--- src/rtl/res_sat_pkg.sv ---
package res_sat_pkg;

    localparam int DEF_WORD_W       = 16;
    localparam int DEF_NUM_WORDS    = 4;
    localparam int DEF_NARROW_WORDS = 2;

    // Clamp decision for one value
    typedef enum logic [1:0] {
        CLAMP_NONE = 2'd0,
        CLAMP_POS  = 2'd1,
        CLAMP_NEG  = 2'd2
    } clamp_e;

    // Mode bits as one datapath word
    typedef struct packed {
        logic sat;
        logic frac;
        logic narrow;
    } mode_t;

    // Out-of-range test from carry and MSB alone
    function automatic clamp_e carry_clamp(input logic carry, input logic msb);
        clamp_e c;
        if (!carry && msb)      c = CLAMP_POS;
        else if (carry && !msb) c = CLAMP_NEG;
        else                    c = CLAMP_NONE;
        return c;
    endfunction

    // Adds the shifted-view range test on top of the carry test
    function automatic clamp_e frac_clamp(input clamp_e base, input logic frac,
                                          input logic msb, input logic next);
        clamp_e c;
        if (base != CLAMP_NONE)          c = base;
        else if (frac && (msb != next))  c = msb ? CLAMP_NEG : CLAMP_POS;
        else                             c = CLAMP_NONE;
        return c;
    endfunction

endpackage

--- src/rtl/res_clamp.sv ---
module res_clamp
    import res_sat_pkg::*;
#(
    parameter int W = 32
) (
    input  logic [W-1:0] unshifted,
    input  logic [W-1:0] view_in,
    input  logic         carry,
    input  logic         frac,
    output logic [W-1:0] rd_out,
    output logic [W-1:0] acc_out
);

    localparam logic [W-1:0] MOST_POS = {1'b0, {(W-1){1'b1}}};
    localparam logic [W-1:0] MOST_NEG = {1'b1, {(W-1){1'b0}}};

    clamp_e base_c;
    clamp_e read_c;

    assign base_c = carry_clamp(carry, unshifted[W-1]);
    assign read_c = frac_clamp(base_c, frac, unshifted[W-1], unshifted[W-2]);

    always_comb begin
        unique case (read_c)
            CLAMP_POS: rd_out = MOST_POS;
            CLAMP_NEG: rd_out = MOST_NEG;
            default:   rd_out = view_in;
        endcase
    end

    always_comb begin
        unique case (base_c)
            CLAMP_POS: acc_out = MOST_POS;
            CLAMP_NEG: acc_out = MOST_NEG;
            default:   acc_out = unshifted;
        endcase
    end

endmodule

--- src/rtl/res_word_pick.sv ---
module res_word_pick #(
    parameter int WORD_W    = 16,
    parameter int NUM_WORDS = 4,
    parameter int SEL_W     = 2
) (
    input  logic [WORD_W*NUM_WORDS-1:0] view,
    input  logic [SEL_W-1:0]            sel,
    output logic [WORD_W-1:0]           word
);

    logic [WORD_W-1:0] words [NUM_WORDS];

    for (genvar k = 0; k < NUM_WORDS; k++) begin : g_split
        assign words[k] = view[k*WORD_W +: WORD_W];
    end

    always_comb begin
        word = '0;
        for (int k = 0; k < NUM_WORDS; k++) begin
            if (sel == SEL_W'(k)) word = words[k];
        end
    end

endmodule

--- src/rtl/res_sat_view.sv ---
module res_sat_view
    import res_sat_pkg::*;
#(
    parameter int WORD_W       = DEF_WORD_W,
    parameter int NUM_WORDS    = DEF_NUM_WORDS,
    parameter int NARROW_WORDS = DEF_NARROW_WORDS,
    localparam int RES_W       = WORD_W * NUM_WORDS,
    localparam int SEL_W       = (NUM_WORDS > 1) ? $clog2(NUM_WORDS) : 1
) (
    input  logic              clk,
    input  logic              rst,
    input  logic [RES_W-1:0]  raw_res,
    input  logic              carry_in,
    input  logic              sat_en,
    input  logic              frac_en,
    input  logic              narrow_op,
    input  logic              top_ready,
    input  logic [SEL_W-1:0]  rd_sel,
    output logic [WORD_W-1:0] rd_data,
    output logic              rd_valid,
    output logic [RES_W-1:0]  acc_fb
);

    localparam int NARROW_W = WORD_W * NARROW_WORDS;

    mode_t             mode;
    logic [RES_W-1:0]  frac_view;
    logic [RES_W-1:0]  rd_clamped  [2];
    logic [RES_W-1:0]  acc_clamped [2];
    logic              wait_top;
    logic [RES_W-1:0]  rd_view;
    logic [RES_W-1:0]  acc_view;
    logic [WORD_W-1:0] picked;

    assign mode      = '{sat: sat_en, frac: frac_en, narrow: narrow_op};
    assign frac_view = mode.frac ? {raw_res[RES_W-2:0], 1'b0} : raw_res;

    // One clamp unit per width: index 0 narrow, index 1 full
    for (genvar g = 0; g < 2; g++) begin : g_width
        localparam int GW = (g == 0) ? NARROW_W : RES_W;
        logic [GW-1:0] rd_c;
        logic [GW-1:0] acc_c;

        res_clamp #(.W(GW)) u_clamp (
            .unshifted (raw_res[GW-1:0]),
            .view_in   (frac_view[GW-1:0]),
            .carry     (carry_in),
            .frac      (mode.frac),
            .rd_out    (rd_c),
            .acc_out   (acc_c)
        );

        assign rd_clamped[g]  = RES_W'(rd_c);
        assign acc_clamped[g] = RES_W'(acc_c);
    end

    assign wait_top = mode.sat && !mode.narrow && !top_ready;

    always_comb begin
        if (!mode.sat) begin
            rd_view  = frac_view;
            acc_view = raw_res;
        end else if (wait_top) begin
            rd_view  = raw_res;
            acc_view = raw_res;
        end else if (mode.narrow) begin
            rd_view  = {frac_view[RES_W-1:NARROW_W], rd_clamped[0][NARROW_W-1:0]};
            acc_view = {raw_res[RES_W-1:NARROW_W], acc_clamped[0][NARROW_W-1:0]};
        end else begin
            rd_view  = rd_clamped[1];
            acc_view = acc_clamped[1];
        end
    end

    res_word_pick #(
        .WORD_W    (WORD_W),
        .NUM_WORDS (NUM_WORDS),
        .SEL_W     (SEL_W)
    ) u_pick (
        .view (rd_view),
        .sel  (rd_sel),
        .word (picked)
    );

    always_ff @(posedge clk) begin
        if (rst) begin
            rd_data  <= '0;
            rd_valid <= 1'b0;
            acc_fb   <= '0;
        end else begin
            rd_data  <= picked;
            rd_valid <= !wait_top;
            acc_fb   <= acc_view;
        end
    end

endmodule

--- config.mk ---
export PLATFORM = sky130hd
export DESIGN_NAME = res_sat_view
export DESIGN_NICKNAME = d
export VERILOG_FILES = /design/src/rtl/res_sat_pkg.sv /design/src/rtl/res_clamp.sv /design/src/rtl/res_word_pick.sv /design/src/rtl/res_sat_view.sv
export SDC_FILE = /design/constraint.sdc
export NUM_CORES = 1
export LEC_CHECK = 0
export CAP_MARGIN = 25
export CORE_MARGIN = 5
export CORE_UTILIZATION = 45
export DETAILED_ROUTE_END_ITERATION = 10
export PLACE_DENSITY = 0.76
export SLEW_MARGIN = 20
export SYNTH_ARGS = -nofsm -noshare
export SYNTH_HDL_FRONTEND = slang
export SYNTH_HIERARCHICAL = 1
export SYNTH_SLANG_ARGS = --single-unit
export TNS_END_PERCENT = 20
--- constraint.sdc ---
create_clock -name clk -period 7.7 [get_ports clk]
set_clock_uncertainty 0.2 [all_clocks]
set_input_delay 2.31 -clock clk [delete_from_list [all_inputs] [get_ports clk]]
set_output_delay 2.31 -clock clk [all_outputs]
set_load 0.01 [all_outputs]
==> results of run 1 <==
-- cells in the mapped netlist, types with 3 or more instances --
master      n  share of area, %
nand2_1   453                21
dfxtp_1    81                20
mux2_2     67               9.3
a21oi_1    65               4.0
mux2i_1    64               7.9
nor2_1     64               3.0
buf_2      50               3.1
nor2b_1    49               3.8
o21ai_0    41               2.5
a211oi_1   32               3.0
a211oi_2   32               4.9
o21ai_1    24               1.5
buf_6      22               3.1
buf_4      21               1.9
nand2_2    20               1.5
clkbuf_1   18              0.83
ha_1       10               1.5
mux4_2     10               2.8
inv_1       9              0.42
mux4_1      6               1.9
nand4b_1    4              0.43
o21a_1      3              0.28
-- cells by family after synthesis --
family	after synthesis	synth area share (%)
compound gates	198	16.3
flops	81	20.0
mux	147	21.9
buf+inv	122	9.63
fa+ha+maj	10	1.54
simple gates	599	30.6
-- cell usage in the layout, fill, tap and decap left out, types with 41 or more instances in the layout --
cell type / synthesis / routed
nand2_1: 453 / 453
clkdlybuf4s50_1: 0 / 149
dfxtp_1: 81 / 81
mux2_2: 67 / 67
a21oi_1: 65 / 65
mux2i_1: 64 / 64
nor2_1: 64 / 64
nor2b_1: 49 / 49
o21ai_0: 41 / 41
-- metal layers --
layer / part of all wire (%) / routed length, µm / vias to the layer above
met5: 0 / 0 / -
met2: 47 / 11500 / 310
li1: - / - / 3970
met3: 7.1 / 1730 / 61
met1: 42 / 10300 / 3793
met4: 3.6 / 882 / 0
-- final cells by class --
cell class / count / area share (%)
flip-flops and latches: 81 / 16.8
well taps: 229 / 2.97
repair buffers: 170 / 17.5
inverters: 9 / 0.350
clock buffers: 11 / 2.62
diodes: 2 / 0.0519
multi-input cells: 954 / 59.3
clock inverters: 5 / 0.389
-- worst min-delay path by stage --
stage / start / to / slack, ns / cells past startpoint
2_1_floorplan: raw_res[32] / acc_fb[32]$_SDFF_PP0_ / 2.25 / 2
3_3_place_gp: raw_res[46] / acc_fb[46]$_SDFF_PP0_ / 2.79 / 3
3_5_place_dp: raw_res[46] / acc_fb[46]$_SDFF_PP0_ / 2.78 / 3
4_1_cts: raw_res[46] / acc_fb[46]$_SDFF_PP0_ / 2.41 / 3
5_1_grt: rst / acc_fb[52]$_SDFF_PP0_ / 2.22 / 2
6_report: rst / acc_fb[39]$_SDFF_PP0_ / 2.20 / 2
-- power by group --
part | internal, W | switching (W) | leakage, nW
Clock | 0.000238 | 0.000190 | 0.138
Combinational | 0.000273 | 0.000328 | 3.76
Sequential | 0.000454 | 0.0000117 | 0.675
Total | 0.000965 | 0.000530 | 4.58
-- worst max-delay path: stages --
cell and delay, ns:
clkdlybuf4s50_1 0.66, inv_1 0.11, ha_1 0.31, buf_4 0.33, nand4b_1 0.16, and2_1 0.21, ha_1 0.28, nand2b_1 0.51
buf_4 0.35, nand2_1 0.07, o21ai_0 0.17, o21ai_0 0.10, mux4_2 0.46, nor2b_1 0.14
-- through the flow --
stage | hold WS [ns] | power [W] | instance area (µm²) | utilization, %
2_1_floorplan | 2.25 | 0.000884 | 8110 | -
3_3_place_gp | 2.79 | 0.00106 | 9280 | 52.0
3_5_place_dp | 2.78 | 0.00107 | 9280 | 52.0
4_1_cts | 2.41 | 0.00150 | 9570 | 53.7
5_1_grt | 2.22 | 0.00159 | 9640 | 54.0
6_report | 2.20 | 0.00149 | 9640 | 54.0
-- sequential cells by signal, summed over array words and instances (netlist names) --
register and flops:
rd_valid 1, rd_data 16, acc_fb 64
==> flow_metrics.env, run 1 <==
export IMPL_status="finished, final reports clean"
export IMPL_cts_path_max_buffers=2
export IMPL_tightest_slew_ns=1.03
export IMPL_ys_ff_latch=81
export IMPL_areaGrowthSynthToFinish_pct=18.8
export IMPL_coreArea_um2=17800
export IMPL_ys_async_sr_fraction_pct=0
export IMPL_clk_pin_slew_ns=0.06
export IMPL_crit_type="in2reg"
export IMPL_ios=154
export IMPL_setup_violations=0
export IMPL_use_met2_pct=37.2
export IMPL_cp_arrival_ns=6.19
export IMPL_drtAntennaViolNets=0
export IMPL_startpoint="raw_res[31]"
export IMPL_cts_made_buffers=9
export IMPL_synth_edf_count=0
export IMPL_synthDistinctLibCells=31
export IMPL_synth_nets=1240
export IMPL_fin_nets=1308
export IMPL_overflow=0
export IMPL_grt_busiest_layer="met2"
export IMPL_power_leakage_nw=4.58
export IMPL_finalCritPeriodShare_pct=80.0
export IMPL_syn_inst=1157
export IMPL_peakVddDrop_uv=114
export IMPL_drive_gt1_share_pct=14.1
export IMPL_clock_fmax_ghz=0.162
export IMPL_place_ws_ns=1.20
export IMPL_hpwlAfterDp_um=16400
export IMPL_crit_end="rd_data[14]$_SDFF_PP0_"
export IMPL_cap_viol_max_count=0
export IMPL_ctsResizeCount=0
export IMPL_ff_latch_area_um2=1620
export IMPL_nFillCells=1689
export IMPL_die_w_um=144
export IMPL_antenna_found_initial=2
export IMPL_slew_headroom_pct=31.6
export IMPL_drtIter0Drc=880
export IMPL_end_kind="flip-flop"
export IMPL_portBuffers=153
export IMPL_fin_ws_ns=1.54
export IMPL_htree_levels=3
export IMPL_drt_wl_total_um=24400
export IMPL_ctsRootBufferMaster="clkbuf_16"
export IMPL_p_per_area_nw_per_um2=155
export IMPL_hold_viol_final=0
export IMPL_gp_congestion=0.894
export IMPL_min_period_ns=6.16
export IMPL_grt_setup_unrepaired="false"
export IMPL_dr_pass1_iters=5
export IMPL_multi_input_area_um2=5720
export IMPL_die_h_um=144
export IMPL_final_cells=1461
export IMPL_dieArea_um2=20800
export IMPL_cts_sinks=81
export IMPL_ys_seq_area_share_pct=20.0
export IMPL_crit_fanout=36
export IMPL_grt_max_degree=82
export IMPL_drcViolationCount=0
export IMPL_initial_core_util_pct=45.5
export IMPL_slew_violations=0
export IMPL_start_kind="input pin"
export IMPL_post_cts_repair_setup_buffers=0
export IMPL_synthFlopType="dfxtp_1"
export IMPL_grt_pass1_wl_um=38600
export IMPL_grt_usage_pct=22.8
export IMPL_required_ns=7.73
export IMPL_grt_util_met1_pct=29.5
export IMPL_avgRoutedWirePerCell_um=16.7
export IMPL_rows=49
export IMPL_viasPerCell=5.57
export IMPL_dp_cells=1440
export IMPL_use_met3_pct=5.06
export IMPL_hp_class="in2reg"
export IMPL_syn_area_um2=8110
export IMPL_cts_tree="done"
export IMPL_grt_pass1_vias=7310
export IMPL_syn_avg_cell_area_um2=7.01
export IMPL_finalSetupTns_ns=0
export IMPL_yosysWarnings=6
export IMPL_cts_hold_buffers=0
export IMPL_via_count=8134
Power figures use the tool's default switching activity.
==> inputs of run 2 (changes only) <==
clock period = 6 ns   (was 7.7 ns; I/O delays follow)
==> run 2 against run 1 <==
Compared with the run above: routed wire length is 0.53% higher; critical path depth is 1 lower; global-route usage is 0.15 points higher; final cell count hardly changed; critical path type unchanged; critical endpoint is now rd_data[3]$_SDFF_PP0_.
==> flow_metrics.env, run 2 (synthesis gave the netlist of run 1 again) <==
export IMPL_status="finished, final reports clean"
export IMPL_grt_setup_unrepaired="false"
export IMPL_min_period_ns=5.20
export IMPL_fin_nets=1312
export IMPL_ios=154
export IMPL_ctsResizeCount=0
export IMPL_p_per_area_nw_per_um2=199
export IMPL_largest_reg_flops=64
export IMPL_clock_fmax_ghz=0.192
export IMPL_drive_gt1_share_pct=14.1
export IMPL_cap_viol_max_count=0
export IMPL_p_total_w=0.00193
export IMPL_slew_violations=0
export IMPL_die_w_um=144
export IMPL_cts_tree="done"
export IMPL_crit_type="in2reg"
export IMPL_required_ns=6.02
export IMPL_timing_hold_ws_ns=1.66
export IMPL_cts_made_buffers=9
export IMPL_overflow=0
export IMPL_end_kind="flip-flop"
export IMPL_dr_pass1_iters=6
export IMPL_final_common_cell="nand2_1"
export IMPL_via_count=8068
export IMPL_cp_arrival_ns=5.22
export IMPL_portBuffers=153
export IMPL_ctsRootBufferMaster="clkbuf_16"
export IMPL_dieArea_um2=20800
export IMPL_drtAntennaViolNets=0
export IMPL_initial_core_util_pct=45.5
export IMPL_areaGrowthSynthToFinish_pct=19.2
export IMPL_finalSetupTns_ns=0
export IMPL_clk_pin_slew_ns=0.06
export IMPL_grt_pass1_vias=7314
export IMPL_grt_pass1_wl_um=38800
export IMPL_grt_usage_pct=23.0
export IMPL_nFillCells=1660
export IMPL_slew_headroom_pct=39.3
export IMPL_htree_levels=3
export IMPL_setup_violations=0
export IMPL_die_h_um=144
export IMPL_peakVddDrop_uv=154
export IMPL_grt_max_degree=82
export IMPL_layout_common_cells="nand2_1, clkdlybuf4s50_1, dfxtp_1, mux2_2, a21oi_1"
export IMPL_cts_sinks=81
export IMPL_regMostFlops="acc_fb"
export IMPL_drcViolationCount=0
export IMPL_start_kind="input pin"
export IMPL_drt_wl_total_um=24600
export IMPL_avgRoutedWirePerCell_um=16.8
export IMPL_hp_class="in2reg"
export IMPL_antenna_found_initial=0
export IMPL_largestRegisters="acc_fb: 64 flops, rd_data: 16 flops, rd_valid: 1 flops"
export IMPL_tightest_slew_ns=0.910
export IMPL_hpwlAfterDp_um=16200
export IMPL_hold_viol_final=0
export IMPL_cts_hold_buffers=0
export IMPL_diodes=0
export IMPL_crit_fanout=63
export IMPL_rows=49
export IMPL_fin_ws_ns=0.804
export IMPL_gp_congestion=0.881
export IMPL_coreArea_um2=17800
export IMPL_cts_path_max_buffers=2
export IMPL_place_ws_ns=0.469
export IMPL_viasPerCell=5.52
export IMPL_finalCritPeriodShare_pct=86.6
export IMPL_post_cts_repair_setup_buffers=0
export IMPL_drtIter0Drc=703
export IMPL_power_leakage_nw=4.61
==> run 2: critical path, cell delays in order <==
cell and delay [ns]:
clkdlybuf4s50_1 0.61, inv_1 0.11, ha_2 0.39, nand4b_1 0.12, and2_1 0.21, ha_1 0.33
buf_4 0.34, nand2_1 0.13, nand2_1 0.07, a211oi_1 0.25, o21ai_0 0.15, mux4_1 0.52
nor2b_1 0.15
==> run 2: path summary, 6_finish.rpt <==
kind              slack (ns)               endpoint  depth (start not counted)         from
setup / recovery        0.80  rd_data[3]$_SDFF_PP0_                         13  raw_res[63]
hold / removal          1.66  rd_data[4]$_SDFF_PP0_                          2          rst
==> run 2: layout make-up <==
class | instances | area (µm²) | area share [%]
Multi-Input combinational cell | 954 | 5720 | 59.1
Clock inverter | 5 | 57.6 | 0.595
Timing Repair Buffer | 174 | 1730 | 17.9
Clock buffer | 10 | 229 | 2.37
Inverter | 9 | 33.8 | 0.349
Tap cell | 229 | 287 | 2.96
Sequential cell | 81 | 1620 | 16.8
==> run 2: routing by layer <==
layer / GRT usage, % / up-vias / routed length [µm] / part of all wire [%]
li1: - / 3981 / - / -
met1: 30.6 / 3758 / 10700 / 44
met2: 38.0 / 277 / 11500 / 47
met3: 3.97 / 52 / 1590 / 6.5
met4: 7.46 / 0 / 724 / 2.9
met5: 0 / - / 0 / 0
==> run 2: stage by stage <==
step | utilization, % | cells | instance area (µm²)
3_3_place_gp | 52.3 | 1444 | 9320
5_1_grt | 54.2 | 1462 | 9670
2_1_floorplan | - | 1157 | 8110
3_5_place_dp | 52.3 | 1444 | 9320
4_1_cts | 53.9 | 1459 | 9610
6_report | 54.2 | 1462 | 9670
==> run 2: power by group <==
group,internal [W],switching [W]
sequential,0.000582,0.0000150
clock,0.000321,0.000239
combinational,0.000353,0.000420
total,0.00126,0.000673
